## src/rtl/gfx_aperture_pkg.sv

```systemverilog
package gfx_aperture_pkg;
  localparam int HOST_AW    = 32;
  localparam int BASE_SHIFT = 24;
  localparam int APER_AW    = 23;
  localparam int REG_AW     = 10;
  localparam int REG_WIN    = 1 << REG_AW;

  localparam logic [7:0] CFG_CMD     = 8'h04;
  localparam logic [7:0] CFG_BASE_LO = 8'h12;
  localparam logic [7:0] CFG_BASE_HI = 8'h13;
  localparam logic [7:0] CFG_APSZ    = 8'h40;
  localparam logic [7:0] CFG_MAP     = 8'h41;
  localparam logic [7:0] CMD_KEEP    = 8'h27;
  localparam int         CMD_MEM_BIT = 1;
  localparam logic [1:0] APSZ_BIG    = 2'd2;
  localparam logic [3:0] MAP_WIDE    = 4'h0;
  localparam logic [3:0] MAP_TEXT    = 4'hC;

  typedef struct packed {
    logic [7:0] cmd;
    logic [7:0] base;
    logic [1:0] apsz;
    logic [3:0] map;
  } cfg_t;

  typedef enum logic [1:0] {
    TGT_NONE = 2'd0,
    TGT_VGA  = 2'd1,
    TGT_FB   = 2'd2,
    TGT_REG  = 2'd3
  } tgt_e;
endpackage

```

## src/rtl/gfx_cfg_regs.sv

```systemverilog
module gfx_cfg_regs
  import gfx_aperture_pkg::*;
(
  input  logic       clk,
  input  logic       rst_n,
  input  logic       we,
  input  logic [7:0] addr,
  input  logic [7:0] wdata,
  output logic [7:0] rdata,
  output cfg_t       cfg
);
  cfg_t cfg_q;

  always_ff @(posedge clk) begin
    if (!rst_n) begin
      cfg_q <= '0;
    end else if (we) begin
      case (addr)
        CFG_CMD:     cfg_q.cmd  <= wdata & CMD_KEEP;
        CFG_BASE_HI: cfg_q.base <= wdata;
        CFG_APSZ:    cfg_q.apsz <= wdata[1:0];
        CFG_MAP:     cfg_q.map  <= wdata[3:0];
        default:     ;
      endcase
    end
  end

  always_comb begin
    case (addr)
      CFG_CMD:     rdata = cfg_q.cmd;
      CFG_BASE_HI: rdata = cfg_q.base;
      CFG_APSZ:    rdata = {6'd0, cfg_q.apsz};
      CFG_MAP:     rdata = {4'd0, cfg_q.map};
      default:     rdata = 8'h00;
    endcase
  end

  assign cfg = cfg_q;

  AST_CMD_MASKED: assert property (@(posedge clk) disable iff (!rst_n)
    (we && addr == CFG_CMD) |=> (cfg_q.cmd == ($past(wdata) & CMD_KEEP)));
  AST_BASE_LO_INERT: assert property (@(posedge clk) disable iff (!rst_n)
    (we && addr == CFG_BASE_LO) |=> (cfg_q.base == $past(cfg_q.base)));
endmodule

```

## src/rtl/gfx_legacy_decode.sv

```systemverilog
module gfx_legacy_decode
  import gfx_aperture_pkg::*;
(
  input  logic [HOST_AW-1:0] addr,
  input  logic               mem_en,
  input  logic [3:0]         map,
  output logic               vga_hit,
  output logic               reg_hit,
  output logic [15:0]        vga_off
);
  localparam logic [HOST_AW-1:0] WIDE_LO = 32'h000A_0000;
  localparam logic [HOST_AW-1:0] TEXT_LO = 32'h000B_8000;
  localparam logic [HOST_AW-1:0] REG_LO  = 32'h000C_0000 - REG_WIN;
  localparam logic [HOST_AW-1:0] REG_HI  = 32'h000C_0000;

  logic in_wide, in_text, in_reg;

  always_comb begin
    in_wide = (addr >= WIDE_LO) && (addr < REG_LO);
    in_text = (addr >= TEXT_LO) && (addr < REG_LO);
    in_reg  = (addr >= REG_LO)  && (addr < REG_HI);
    vga_hit = 1'b0;
    reg_hit = 1'b0;
    vga_off = '0;
    if (mem_en) begin
      case (map)
        MAP_WIDE: begin
          vga_hit = in_wide;
          reg_hit = in_reg;
          vga_off = addr[15:0];
        end
        MAP_TEXT: begin
          vga_hit = in_text;
          vga_off = {1'b0, addr[14:0]};
        end
        default: ;
      endcase
    end
  end
endmodule

```

## src/rtl/gfx_linear_decode.sv

```systemverilog
module gfx_linear_decode
  import gfx_aperture_pkg::*;
(
  input  logic [HOST_AW-1:0] addr,
  input  logic               mem_en,
  input  logic [7:0]         base,
  input  logic [1:0]         apsz,
  input  logic [APER_AW:0]   vram_bytes,
  output logic               fb_hit,
  output logic               reg_hit,
  output logic [APER_AW-1:0] fb_off
);
  localparam logic [APER_AW:0] SIZE_BIG   = 1 << APER_AW;
  localparam logic [APER_AW:0] SIZE_SMALL = 1 << (APER_AW - 1);

  logic [APER_AW:0] size, fb_lim, off;
  logic             in_win;

  always_comb begin
    size   = (apsz == APSZ_BIG) ? SIZE_BIG : SIZE_SMALL;
    fb_lim = size - REG_WIN[APER_AW:0];
    off    = addr[BASE_SHIFT-1:0];
    in_win = mem_en && (base != 8'd0) &&
             (addr[HOST_AW-1:BASE_SHIFT] == base) && (off < size);
    fb_hit  = in_win && (off < fb_lim) && (off < vram_bytes);
    reg_hit = in_win && (off >= fb_lim);
    fb_off  = off[APER_AW-1:0];
  end
endmodule

```

## src/rtl/gfx_aperture_decoder.sv

```systemverilog
module gfx_aperture_decoder
  import gfx_aperture_pkg::*;
#(
  parameter int DW = 32
) (
  input  logic               clk,
  input  logic               rst_n,
  input  logic               cfg_we,
  input  logic [7:0]         cfg_addr,
  input  logic [7:0]         cfg_wdata,
  output logic [7:0]         cfg_rdata,
  input  logic [APER_AW:0]   vram_bytes,
  input  logic [HOST_AW-1:0] host_addr,
  input  logic               host_rd,
  input  logic               host_wr,
  input  logic [DW-1:0]      vram_rdata,
  input  logic [DW-1:0]      reg_rdata,
  output logic               sel_vga,
  output logic               sel_fb,
  output logic               sel_reg,
  output logic [APER_AW-1:0] vram_off,
  output logic [REG_AW-1:0]  reg_off,
  output logic [DW-1:0]      host_rdata,
  output logic               host_drop
);
  cfg_t               cfg;
  logic               mem_en, access;
  logic               lg_vga, lg_reg, ln_fb, ln_reg;
  logic [15:0]        lg_off;
  logic [APER_AW-1:0] ln_off;
  tgt_e               tgt;

  gfx_cfg_regs u_cfg (
    .clk(clk), .rst_n(rst_n), .we(cfg_we), .addr(cfg_addr),
    .wdata(cfg_wdata), .rdata(cfg_rdata), .cfg(cfg)
  );

  assign mem_en = cfg.cmd[CMD_MEM_BIT];
  assign access = host_rd | host_wr;

  gfx_legacy_decode u_legacy (
    .addr(host_addr), .mem_en(mem_en), .map(cfg.map),
    .vga_hit(lg_vga), .reg_hit(lg_reg), .vga_off(lg_off)
  );

  gfx_linear_decode u_linear (
    .addr(host_addr), .mem_en(mem_en), .base(cfg.base), .apsz(cfg.apsz),
    .vram_bytes(vram_bytes), .fb_hit(ln_fb), .reg_hit(ln_reg), .fb_off(ln_off)
  );

  always_comb begin
    tgt      = TGT_NONE;
    vram_off = '0;
    if (access) begin
      if (lg_vga) begin
        tgt      = TGT_VGA;
        vram_off = {{(APER_AW-16){1'b0}}, lg_off};
      end else if (ln_fb) begin
        tgt      = TGT_FB;
        vram_off = ln_off;
      end else if (lg_reg || ln_reg) begin
        tgt = TGT_REG;
      end
    end
    sel_vga   = (tgt == TGT_VGA);
    sel_fb    = (tgt == TGT_FB);
    sel_reg   = (tgt == TGT_REG);
    reg_off   = sel_reg ? host_addr[REG_AW-1:0] : '0;
    host_drop = access && (tgt == TGT_NONE);
    case (tgt)
      TGT_VGA, TGT_FB: host_rdata = vram_rdata;
      TGT_REG:         host_rdata = reg_rdata;
      default:         host_rdata = '1;
    endcase
  end

  AST_ONE_TARGET: assert property (@(posedge clk) disable iff (!rst_n)
    $onehot0({sel_vga, sel_fb, sel_reg}));
  AST_MEM_GATE: assert property (@(posedge clk) disable iff (!rst_n)
    !cfg_rdata[CMD_MEM_BIT] && cfg_addr == CFG_CMD |-> !(sel_vga || sel_fb || sel_reg));
  AST_FB_IN_VRAM: assert property (@(posedge clk) disable iff (!rst_n)
    sel_fb |-> ({1'b0, vram_off} < vram_bytes));
  AST_MISS_ONES: assert property (@(posedge clk) disable iff (!rst_n)
    (host_rd && host_drop) |-> (host_rdata == '1));
endmodule

```

## config.mk

```make
export PLATFORM = sky130hd
export DESIGN_NAME = gfx_aperture_decoder
export DESIGN_NICKNAME = d
export VERILOG_FILES = /design/src/rtl/gfx_aperture_pkg.sv /design/src/rtl/gfx_cfg_regs.sv /design/src/rtl/gfx_legacy_decode.sv /design/src/rtl/gfx_linear_decode.sv /design/src/rtl/gfx_aperture_decoder.sv
export SDC_FILE = /design/constraint.sdc
export NUM_CORES = 1
export LEC_CHECK = 0
export BUFFER_PORTS_ARGS = -buffer_cell sky130_fd_sc_hd__buf_4
export CAP_MARGIN = 15
export CORE_MARGIN = 2
export CORE_UTILIZATION = 39
export DETAILED_ROUTE_END_ITERATION = 7
export GPL_TIMING_DRIVEN = 1
export PLACE_DENSITY = 0.79
export SLEW_MARGIN = 20
export SYNTH_ARGS = -nofsm -noshare
export SYNTH_HDL_FRONTEND = slang
export SYNTH_SLANG_ARGS = --single-unit
```

## constraint.sdc

```tcl
create_clock -name clk -period 3.8 [get_ports clk]
set_input_delay 0.57 -clock clk [delete_from_list [all_inputs] [get_ports clk]]
set_output_delay 0.57 -clock clk [all_outputs]
set_load 0.01 [all_outputs]
```

-- Yosys cells after proc, flatten, opt, wreduce, memory -nomap -nowiden
Index checks and enable logic that the tools add are counted.
- output and inout port bits: 77
- bits of input ports: 141
- flip-flop bits (word level): 18
- word-level logic and storage cells: 61
- add/subtract/negate cells: 1
- bitwise gates (word level): 1
- eq/ne operators: 10
- $lt $le $gt $ge: 9
- reductions and logical operators: 19
- muxes and demuxes: 17
- operators by type and width (cell ; number):
    greater-or-equal comparator 32 x 20 -> 1 bit, second input constant ; 3
    < comparator 24 bit ; 3
    two-way mux 23 bit ; 3
    < comparator 32 x 20 -> 1 bit, second input constant ; 2
    one-hot mux 32 bit (2 select lines) ; 1
    one-hot mux 16 bit (2 select lines) ; 1
    one-hot mux 8 bit (4 select lines) ; 1
    greater-or-equal comparator 24 bit ; 1
    two-way mux 24 bit ; 1
    subtractor 24 x 11 -> 24 bit, second input constant ; 1
    equality test 8 x 7 -> 1 bit, second input constant ; 2
    two-way mux 16 bit ; 1
    logical AND 1 bit ; 10
    two-way mux 10 bit ; 1
    equality test 8 x 3 -> 1 bit, second input constant ; 1
    equality test 8 x 5 -> 1 bit, second input constant ; 1
    equality test 8 bit ; 1
    two-way mux 2 bit ; 4
    AND reduction 2 bit ; 4
    nonzero test 8 bit ; 1
    equality test 2 bit, second input constant ; 3
    equality test 4 bit, second input constant ; 1
    zero test 4 bit ; 1
    two-way mux 1 bit ; 3
    6 further kinds ; 6

-- Logic depth before layout (Yosys ltp)
Gate-level depths: netlist of run 1.
- word-level depth: 13
- gate-level depth with buffers: 12
- gate-level depth less buffers: 11

-- Cells and area by module
From an unflattened synthesis of run 1, not the netlist that was laid out.
- cell total of the unflattened synthesis: 409
- area, all modules: 3249.4 µm²
- by module, submodules not included (module ; area each (µm²) ; cells each ; seq. area each (µm²) ; times used):
    gfx_aperture_decoder ; 1059.8 ; 132 ; 0.0 ; 1
    gfx_linear_decode ; 962.2 ; 133 ; 0.0 ; 1
    gfx_cfg_regs ; 958.4 ; 108 ; 360.3 ; 1
    gfx_legacy_decode ; 269.0 ; 36 ; 0.0 ; 1

-- Worst setup path after synthesis of run 1
No wires, ideal clock.
- kind: in2out
- from: in vram_bytes[23]
- to: out host_rdata[0]
- path buffers: 2
- cell stages on the path: 11
- path slack: 434 ps
- required time: 3230 ps
- arrival time: 2796 ps
- cell sequence: inv_1 ha_1 nand4_1 nor4_2 o211ai_1 o21ai_2 o21ai_0 ha_1 clkbuf_1 clkbuf_1 a221o_1
- elaborated cells on any way between the ends: 10
- classes of those cells: order compare (1); eq/ne (3); mux (4); reduce/logical (2)
- RTL lines (what ; line ; text):
    from (decl) ; gfx_aperture_decoder.sv:12 ; input logic [APER_AW:0] vram_bytes,
    < comparator 24 bit ; gfx_linear_decode.sv:25 ; fb_hit = in_win && (off < fb_lim) && (off < vram_bytes);
    logical AND 1 bit ; gfx_linear_decode.sv:25 ;
    two-way mux 2 bit ; gfx_aperture_decoder.sv:58 ; end else if (ln_fb) begin
    two-way mux 2 bit ; gfx_aperture_decoder.sv:55 ; if (lg_vga) begin
    two-way mux 2 bit ; gfx_aperture_decoder.sv:54 ; if (access) begin
    equality test 2 bit ; - ;
    via sel_reg ; gfx_aperture_decoder.sv:20 ; output logic sel_reg,
    one-hot mux 32 bit (2 select lines) ; gfx_aperture_decoder.sv:70 ; case (tgt)
    to (decl) ; gfx_aperture_decoder.sv:23 ; output logic [DW-1:0] host_rdata,
The timed path passes the listed nets, and every way through them passes these cells.

-- Worst setup path in the final report of run 1
- from: reg u_cfg.cfg[4] (netlist name)
- to: out host_rdata[8]
- word-level cells in the longest chain between the ends: 13
- elaborated cells on any way between the ends: 20
- classes of those cells: add/sub (1); order compare (3); eq/ne (4); mux (6); reduce/logical (6)
- ends and longest elaborated chain (what ; line ; text):
    equality test 2 bit (*) ; gfx_linear_decode.sv:20 ; size = (apsz == APSZ_BIG) ? SIZE_BIG : SIZE_SMALL;
    two-way mux 24 bit (*) ; gfx_linear_decode.sv:20 ;
    subtractor 24 x 11 -> 24 bit or < comparator 24 bit (tied branches) ; gfx_linear_decode.sv:21, gfx_linear_decode.sv:24 ;
    greater-or-equal comparator 24 bit or logical AND 1 bit (tied branches) ; gfx_linear_decode.sv:26, gfx_linear_decode.sv:24 ;
    logical AND 1 bit ; gfx_linear_decode.sv:26 ; reg_hit = in_win && (off >= fb_lim);
    logical OR 1 bit ; gfx_aperture_decoder.sv:61 ; end else if (lg_reg || ln_reg) begin
    two-way mux 2 bit ; gfx_aperture_decoder.sv:61 ;
    two-way mux 2 bit (*) ; gfx_aperture_decoder.sv:58 ;
    two-way mux 2 bit (*) ; gfx_aperture_decoder.sv:55 ;
    two-way mux 2 bit (*) ; gfx_aperture_decoder.sv:54 ;
    equality test 2 x 1 -> 1 bit or equality test 2 bit (tied branches) ; gfx_aperture_decoder.sv:70 ;
    OR reduction 2 bit ; gfx_aperture_decoder.sv:70 ;
    one-hot mux 32 bit (2 select lines) (*) ; gfx_aperture_decoder.sv:70 ;
Mark *: on every way between the ends. The rest lies on a longest branch, timed or not.

==> out/qor.yml, run 1 <==
rrSetupSlack_ns: 3.04
fillers: 545
async_flop_share_pct: 0
cp_max_fo: 32
track_usage_pct: 27.86
post_cts_buffers: 0
fin_cells: 606
first_pass_iters: 5
routabilityCongestion: 0.9467
grt_max_degree: 39
wl_per_cell_um: 17.31
syn_nets: 493
synth_cell_types: 46
clock_latency_ns: 0.25
synth_top_family_by_area: "simple AND/OR/NAND/NOR gates"
holdPathStages: 2
die_h_um: 84.08
rr_endpoint: "u_cfg.cfg[13]"
drtAntennaViolNets: 0
grt.overflow.total: 0
syn_to_final_growth_pct: 70.04
required_ns: 3.23
synth_top_area_cell: "ha_1"
worstSetupPathType: "reg -> out"
rsz0062_at_grt: "false"
initial_core_util_pct: 39.84
synthXorXnorAreaFrac_pct: 2.801
insertedDiodeCount: 0
reg2reg_depth: 2
hold_ws_ns: 0.4736
p_leak_uw: 0.002116
synthMuxAreaShare_pct: 0.8004
synth_compound_area_share_pct: 29.71
hold_class: "reg -> reg"
rows: 29
fmax_mhz: 276.2
final_cell_mix: "221 x buf_4, 35 x and2_1, 32 x a221o_1, 31 x ha_1, 29 x nand2_1"
fin_tns_setup_ns: 0
synthSimpleGateAreaFrac_pct: 29.76
netlist_instances: 321
num_vias: 3348
cts_num_sinks: 18
cts_root_buf: "clkbuf_8"
hold_viol_final: 0
syn_area_um2: 2501
r2r_start: "u_cfg.cfg[13]"
clk_pin_slew_ns: 0.06
cts_tree: "yes"
synth_edf_count: 0
ys_ff_latch: 18
cp-end-kind: "output port"
finalSetupViolations: 0
grt_pass1_vias: 3147
dp_hpwl_mm: 8.933
worstSetupStartpointType: "flip-flop"
power_density_nw_per_um2: 126.1
ir_worst_vdd_v: 0.0002593
cts_htree_levels: 1
drt-initial-drc-count: 144
slew-limit-headroom_pct: 60.91
viasPerCell: 5.525
die_width_um: 84.08
worstMarginPinSlew_ns: 0.5863
drcViolationCount: 0
hp-start: "u_cfg.cfg[16]"
status: "complete, no violations"
ys.warnings.count: 0
maxCapViolations: 0
largest_reg_flops: 18
synth_top_area_share_pct: 15.51
dominantRegCellSynth: "dfxtp_1"
wirelength_mm: 10.49
min_to: "u_cfg.cfg[16]"
core_area_um2: 6277
synth.area.top_cells: "ha_1 16%, dfxtp_1 14%, a221o_1 13%, and2_1 8.8%, a21boi_0 4.8%"
arrival_ns: 3.05
seq_area_frac_synth_pct: 14.41
pin_count: 218
min_period_over_period_pct: 95.27
drive_gt1_share_pct: 44.61
antenna_found_initial: 0
ctsLongestPathBuffers: 2
numCtsBuffers: 3
fin_crit_ns: 3.620
dieArea_um2: 7069
slew_violations: 0
portBuffers: 217
synth_fa_ha_area_share_pct: 15.51
finalClockSkew_ns: 0
final_common_cell: "buf_4"
dpl.cell_count: 603
fin_nets: 703
syn_area_per_cell_um2: 7.792
grt_pass1_wl_mm: 15.95
## layer usage
| layer | GRT usage, % | up-vias | wire length (um) |
|---|---|---|---|
| li1 | - | 1610 | - |
| met1 | 33.11 | 1553 | 4148 |
| met2 | 48.20 | 169 | 5080 |
| met3 | 9.891 | 16 | 1065 |
| met4 | 5.718 | 0 | 192 |
| met5 | 0 | - | 0 |
## cell usage after synthesis, types with 3 or more instances
cell / number
and2_1: 35
clkbuf_1: 15
nand2_1: 29
a221o_1: 32
xnor2_1: 5
a22oi_1: 4
xor2_1: 3
nand2b_1: 3
o21a_1: 5
inv_1: 26
nor4_1: 6
dfxtp_1: 18
nand4_1: 6
nor2_1: 11
nor3_1: 4
ha_1: 31
nand3_1: 21
a21boi_0: 16
o21ai_0: 7
a21oi_1: 7
nor2b_1: 4
## metrics by stage
step	setup WS [ns]	util, %	cell area [um^2]	power (uW)
6_report	0.1796	67.75	4253	536.2
5_1_grt	0.03731	67.75	4253	565.3
4_1_cts	0.04541	67.47	4235	534.8
3_5_place_dp	0.09431	66.81	4194	406.6
3_3_place_gp	0.1531	66.81	4194	401.8
2_1_floorplan	0.4338	-	2501	259.8
## area by class of cell
cell class | instances | area (um^2) | share of cell area (%)
clock buffers | 3 | 41.29 | 0.9709
inverters | 26 | 97.59 | 2.295
multi-input cells | 259 | 1976 | 46.45
flip-flops and latches | 18 | 360.3 | 8.473
well taps | 77 | 96.34 | 2.265
repair buffers | 223 | 1682 | 39.54
## worst max-delay path: stages, from the launching register on
cell,delay (ns)
dfxtp_1,0.33
nand2b_1,0.20
ha_1,0.31
nand4b_1,0.12
nor2_2,0.06
a2111oi_4,0.34
nand4_4,0.19
o21a_1,0.26
ha_1,0.27
inv_1,0.04
buf_6,0.17
a221o_1,0.35
buf_4,0.15
## worst max-delay path by stage
stage / startpoint / to / slack [ns]
2_1_floorplan: vram_bytes[23] / host_rdata[0] / 0.43
3_3_place_gp: host_addr[22] / host_rdata[10] / 0.15
3_5_place_dp: host_addr[22] / reg_off[8] / 0.09
4_1_cts: u_cfg.cfg[4] / reg_off[8] / 0.05
5_1_grt: u_cfg.cfg[4] / host_rdata[8] / 0.04
6_report: u_cfg.cfg[4] / host_rdata[8] / 0.18
## cell families (layout without fill, tap and decap cells)
| logic type | after synthesis | after routing |
|---|---|---|
| buffers and inverters | 44 | 252 |
| AND/OR/NAND/NOR | 131 | 131 |
| adder cells (fa/ha/maj) | 31 | 31 |
| multiplexers | 2 | 2 |
| AO/OA/AOI/OAI | 87 | 87 |
| flip-flops | 18 | 18 |
| XOR/XNOR | 8 | 8 |
## where the power goes
part | total, uW | switching [uW] | internal [uW]
clock network | 132 | 61.7 | 70.5
logic | 215 | 85.2 | 130
registers | 189 | 0.259 | 189
## what timing repair did
action                                  4_1_cts  5_1_grt
hold buffers                                  0        0
gates resized for setup                       0        5
endpoints found under the setup margin        0       43
No activity file was read; power rests on OpenSTA's default activity.
==> run 2, diff against run 1 <==
--- a/config.mk
+++ b/config.mk
@@ -12,6 +12,7 @@
 export DETAILED_ROUTE_END_ITERATION = 7
 export GPL_TIMING_DRIVEN = 1
 export PLACE_DENSITY = 0.79
+export RECOVER_POWER = 50
 export SLEW_MARGIN = 20
 export SYNTH_ARGS = -nofsm -noshare
 export SYNTH_HDL_FRONTEND = slang
==> out/qor.yml, run 2 (same netlist as run 1, synthesis figures left out) <==
status: "complete, no violations"
drtAntennaViolNets: 0  # unchanged
maxCapViolations: 0  # unchanged
numCtsBuffers: 3  # unchanged
wirelength_mm: 10.47  # -0.20%
arrival_ns: 3.03  # -0.02 ns
dieArea_um2: 7069  # unchanged
cp_max_fo: 32  # unchanged
final_cell_mix: "214 x buf_4, 32 x a221o_1, 31 x ha_1, 29 x nand2_1, 26 x inv_1"
cts_htree_levels: 1  # unchanged
drt-initial-drc-count: 118  # -18%
antenna_found_initial: 0  # unchanged
finalSetupViolations: 0  # unchanged
cts_root_buf: "clkbuf_8"
clk_pin_slew_ns: 0.06  # about the same
viasPerCell: 5.521  # about the same
drive_gt1_share_pct: 43.10  # -1.5 points
pre_cts_ws_ns: 0.09431  # unchanged
fin_nets: 703  # unchanged
clock_latency_ns: 0.25  # about the same
initial_core_util_pct: 39.84  # unchanged
worstSetupPathType: "reg -> out"
rsz0062_at_grt: "false"
fin_cells: 606  # unchanged
insertedDiodeCount: 0  # unchanged
final_common_cell: "buf_4"
largest_reg_flops: 18  # unchanged
hold_class: "reg -> reg"
required_ns: 3.23  # about the same
worstMarginPinSlew_ns: 0.9964  # +0.4101 ns
finalClockSkew_ns: 0  # unchanged
ir_worst_vdd_v: 0.0002529  # -2.5%
routabilityCongestion: 0.9467  # unchanged
multi_input_area_um2: 1959  # -0.82%
dp_hpwl_mm: 8.933  # unchanged
core_area_um2: 6277  # unchanged
fin_crit_ns: 3.598  # -0.02208 ns
drcViolationCount: 0  # unchanged
worstSetupStartpointType: "flip-flop"
ctsLongestPathBuffers: 2  # unchanged
slew_violations: 0  # unchanged
cts_num_sinks: 18  # unchanged
grt.overflow.total: 0  # unchanged
grt_pass1_vias: 3147  # unchanged
hold_ws_ns: 0.4727  # -0.0009060 ns
first_pass_iters: 4  # -1
grt_pass1_wl_mm: 15.95  # unchanged
rows: 29  # unchanged
die_h_um: 84.08  # unchanged
pin_count: 218  # unchanged
portBuffers: 217  # unchanged
min_period_over_period_pct: 94.69  # -0.58 points
met2_usage_pct: 48.20  # unchanged
grtUsageMet1_pct: 33.11  # unchanged
wl_per_cell_um: 17.27  # -0.20%
fin_tns_setup_ns: 0  # unchanged
track_usage_pct: 27.86  # unchanged
fillers: 553  # +1.5%
num_vias: 3346  # -0.060%
syn_to_final_growth_pct: 68.48
p_leak_uw: 0.002067  # -2.3%
grt_max_degree: 39  # unchanged
power_uw: 533.4  # -0.52%
slew-limit-headroom_pct: 33.43  # -27 points
dpl.cell_count: 603  # unchanged
fmax_mhz: 277.9  # +0.61%
seq_area_um2: 360.3  # unchanged
cp-end-kind: "output port"
worst_slack_ns: 0.2017  # +0.02208 ns
grt-busiest-layer: "met2"
grt_util_met3_pct: 9.891  # unchanged
hold_viol_final: 0  # unchanged
cts_tree: "yes"
die_width_um: 84.08  # unchanged
power_density_nw_per_um2: 126.6  # +0.39%
## run 2: final cells by class
| class | instances | area share [%] |
|---|---|---|
| Multi-Input combinational cell | 259 | 46.50 |
| Timing Repair Buffer | 223 | 39.37 |
| Sequential cell | 18 | 8.551 |
| Inverter | 26 | 2.316 |
| Tap cell | 77 | 2.286 |
| Clock buffer | 3 | 0.9798 |
## run 2: stage by stage
step           utilization, %  area [um^2]
6_report                67.13         4214
5_1_grt                 67.13         4214
4_1_cts                 67.47         4235
3_5_place_dp            66.81         4194
3_3_place_gp            66.81         4194
2_1_floorplan               -         2501
## run 2: layer usage
layer	share of wire, %	vias to the layer above	routed length (um)
met2	49	162	5100
met5	0	-	0
met4	1.9	0	204
met3	10	18	1061
li1	-	1610	-
met1	39	1556	4100
## run 2: what timing repair did
item,in CTS,in global routing
endpoints found under the setup margin,0,43
resized for setup,0,5
hold buffers,0,0
setup buffers,0,0
## run 2: final timing paths
| kind | from | end | cells past startpoint | slack, ns |
|---|---|---|---|---|
| worst max-delay path | u_cfg.cfg[4] | host_rdata[8] | 12 | 0.20 |
| worst min register to register | u_cfg.cfg[16] | u_cfg.cfg[16] | 2 | 0.47 |
| worst min-delay path | u_cfg.cfg[16] | u_cfg.cfg[16] | 2 | 0.47 |
| worst max register to register | u_cfg.cfg[13] | u_cfg.cfg[13] | 2 | 3.04 |
## run 2: critical path, cell delays in order, from the launching register on
cell and delay, ns:
dfxtp_1 0.33, nand2b_1 0.20, ha_1 0.31, nand4b_1 0.12
nor2_2 0.06, a2111oi_4 0.34, nand4_4 0.17, o21a_1 0.25
ha_1 0.27, inv_1 0.04, buf_6 0.18, a221o_1 0.35
buf_4 0.15
## run 2: power by group
group / switching, uW / total (uW) / internal [uW]
registers: 0.260 / 189 / 189
clock network: 59.5 / 130 / 70.4
logic: 85.0 / 214 / 129
total: 145 / 533 / 389
==> run 3, diff against run 2 <==
==> constraint.sdc (replaced) <==
create_clock -name clk -period 3.39 [get_ports clk]
set_input_delay 0.5085 -clock clk [delete_from_list [all_inputs] [get_ports clk]]
set_output_delay 0.5085 -clock clk [all_outputs]
set_load 0.01 [all_outputs]
==> out/qor.yml, run 3 (same netlist as run 1, synthesis figures left out) <==
wl_met3_mm: 1.281  # +21%
dp_hpwl_mm: 8.845  # -0.98%
slew_violations: 0  # unchanged
finalClockSkew_ns: 0  # unchanged
holdPathStages: 2  # unchanged
rows: 29  # unchanged
viasPerCell: 5.487  # -0.62%
violations: "setup timing"
die_width_um: 84.08  # unchanged
wl_met1_mm: 4.222  # +3.0%
min_to: "u_cfg.cfg[19]"
critical_path.max_stage_delay_ns: 0.33  # -0.02 ns
worstMarginPinSlew_ns: 0.9866  # -0.009820 ns
reg2reg_depth: 2  # unchanged
first_pass_iters: 4  # unchanged
clock_latency_ns: 0.25  # about the same
arrival_ns: 3.00  # -0.03 ns
worst_slack_ns: -0.1218  # -0.3235 ns
rrSetupSlack_ns: 2.60  # -0.44 ns
worstSetupStartpointType: "flip-flop"
wl_per_cell_um: 17.96  # +4.0%
hold_ws_ns: 0.4689  # -0.003859 ns
status: "finished, violations left"
r2r_start: "u_cfg.cfg[2]"
fmax_mhz: 284.8
grt.overflow.total: 0  # unchanged
path_cells: "nand2b_4, ha_4, nand4b_1, nor2_2, a211o_1, nand3_1, a21o_1, buf_4, and2_1, ha_4, buf_12, a221o_1, buf_6"
placed_area_um2: 4292  # +2.3%
rsz0062_at_grt: "true"
slew-limit-headroom_pct: 34.08  # +0.66 points
path_buf_inv: 3  # unchanged
drcViolationCount: 0  # unchanged
syn_to_final_growth_pct: 85.89
hold_class: "reg -> reg"
finalSetupViolations: 32  # +32
final_cell_mix: "196 x buf_4, 32 x and2_1, 32 x a221o_1, 31 x buf_6"
ir_worst_vdd_v: 0.0002033  # -20%
cts_root_buf: "clkbuf_8"
core_area_um2: 6277  # unchanged
fin_crit_ns: 3.512
crit_path_top_delay_cell: "dfxtp_2"
drive_gt1_share_pct: 47.53  # +4.4 points
crit_top_cell: "ha_4"
cp-end-kind: "output port"
hold_viol_final: 0  # unchanged
p_leak_uw: 0.002275  # +10%
grt_max_degree: 42  # +7.7%
rr_endpoint: "u_cfg.cfg[2]"
hp-start: "u_cfg.cfg[19]"
min_period_over_period_pct: 103.6
top_layer: "met4"
postLayoutCoreUtil_pct: 74.07  # +6.9 points
final_common_cell: "buf_4"
dieArea_um2: 7069  # unchanged
largest_reg_flops: 18  # unchanged
maxCapViolations: 0  # unchanged
routabilityCongestion: 0.9449  # -0.19%
grt_pass1_wl_mm: 16.92  # +6.1%
antenna_found_initial: 0  # unchanged
die_h_um: 84.08  # unchanged
wirelength_mm: 11.21  # +7.1%
pin_count: 218  # unchanged
num_vias: 3424  # +2.3%
fillers: 466  # -16%
cts_num_sinks: 18  # unchanged
insertedDiodeCount: 0  # unchanged
clk_pin_slew_ns: 0.07  # about the same
track_usage_pct: 29.42  # +1.6 points
path_depth: 13  # +1
ctsHoldBuffers: 0  # unchanged
fin_nets: 720  # +2.4%
critPathTopFamily: "simple AND/OR/NAND/NOR gates"
numCtsBuffers: 3  # unchanged
power_density_nw_per_um2: 136.2  # +7.6%
required_ns: 2.88  # -0.35 ns
cts_tree: "yes"
fin_tns_setup_ns: -2.486  # -2.486 ns
initial_core_util_pct: 39.84  # unchanged
cts_htree_levels: 1  # unchanged
cp_max_fo: 16  # -50%
grt_pass1_vias: 3315  # +5.3%
drt-initial-drc-count: 129  # +9.3%
ctsLongestPathBuffers: 2  # unchanged
drtAntennaViolNets: 0  # unchanged
portBuffers: 217  # unchanged
final_area_um2: 4649  # +10%
worstSetupPathType: "reg -> out"
route.met2.wl_mm: 5.478  # +7.4%
-- run 3: cell count changes in the layout (fill, tap and decap cells not counted), moves of 3 or more --
cell	delta
buf_4	-18
buf_12	+3
buf_6	+29
ha_1	-3
buf_16	+3
ha_4	+3
and2_1	+15
and2_0	-15
-- run 3: how the worst max path moves through the flow --
stage,startpoint,to
final,u_cfg.cfg[4],host_rdata[31]
after global routing,u_cfg.cfg[4],host_rdata[31]
after CTS,u_cfg.cfg[4],host_rdata[8]
after detailed placement,host_addr[22],host_rdata[8]
after global placement,host_addr[22],host_rdata[8]
after floorplan,vram_bytes[23],host_rdata[0]
-- run 3: what timing repair did --
action	4_1_cts	5_1_grt
resized for setup	28	23
hold endpoints to repair	0	0
buffers inserted	5	0
pin swaps	2	2
endpoints found under the setup margin	35	42
gates cloned	3	1
-- run 3: layout make-up --
| cell class | instances | area (um^2) | area share, % |
|---|---|---|---|
| Timing Repair Buffer | 240 | 2014 | 43.33 |
| Multi-Input combinational cell | 259 | 2023 | 43.51 |
| Tap cell | 77 | 96.34 | 2.072 |
| Sequential cell | 18 | 362.8 | 7.804 |
| Inverter | 26 | 97.59 | 2.099 |
| Clock buffer | 4 | 55.05 | 1.184 |
-- run 3: per-stage QoR --
stage          setup slack, ns  std cells  total power, uW
2_1_floorplan           0.1468        321            291.2
3_3_place_gp          -0.03152        611            453.1
3_5_place_dp          -0.05306        611            457.7
4_1_cts              -0.009063        623            631.6
5_1_grt                -0.2118        624            668.2
6_report               -0.1218        624            633.3
-- run 3: worst register-to-register path: cells and delay by family (launching register included) --
| kind | cells | cell delay, ns |
|---|---|---|
| AOI/OAI and AO/OA | 1 | 0.20 |
| DFF | 1 | 0.43 |
| and+or+nand+nor | 1 | 0.08 |
-- run 3: per-layer routing --
metal | GRT usage, % | vias to the layer above
met5 | 0 | -
met4 | 6.745 | 0
met3 | 11.37 | 20
met2 | 50.36 | 179
met1 | 34.55 | 1577
li1 | - | 1648
-- run 3: power breakdown --
group	switching [uW]	internal [uW]
sequential	0.294	212
combinational	98.5	148
clock	71.6	103
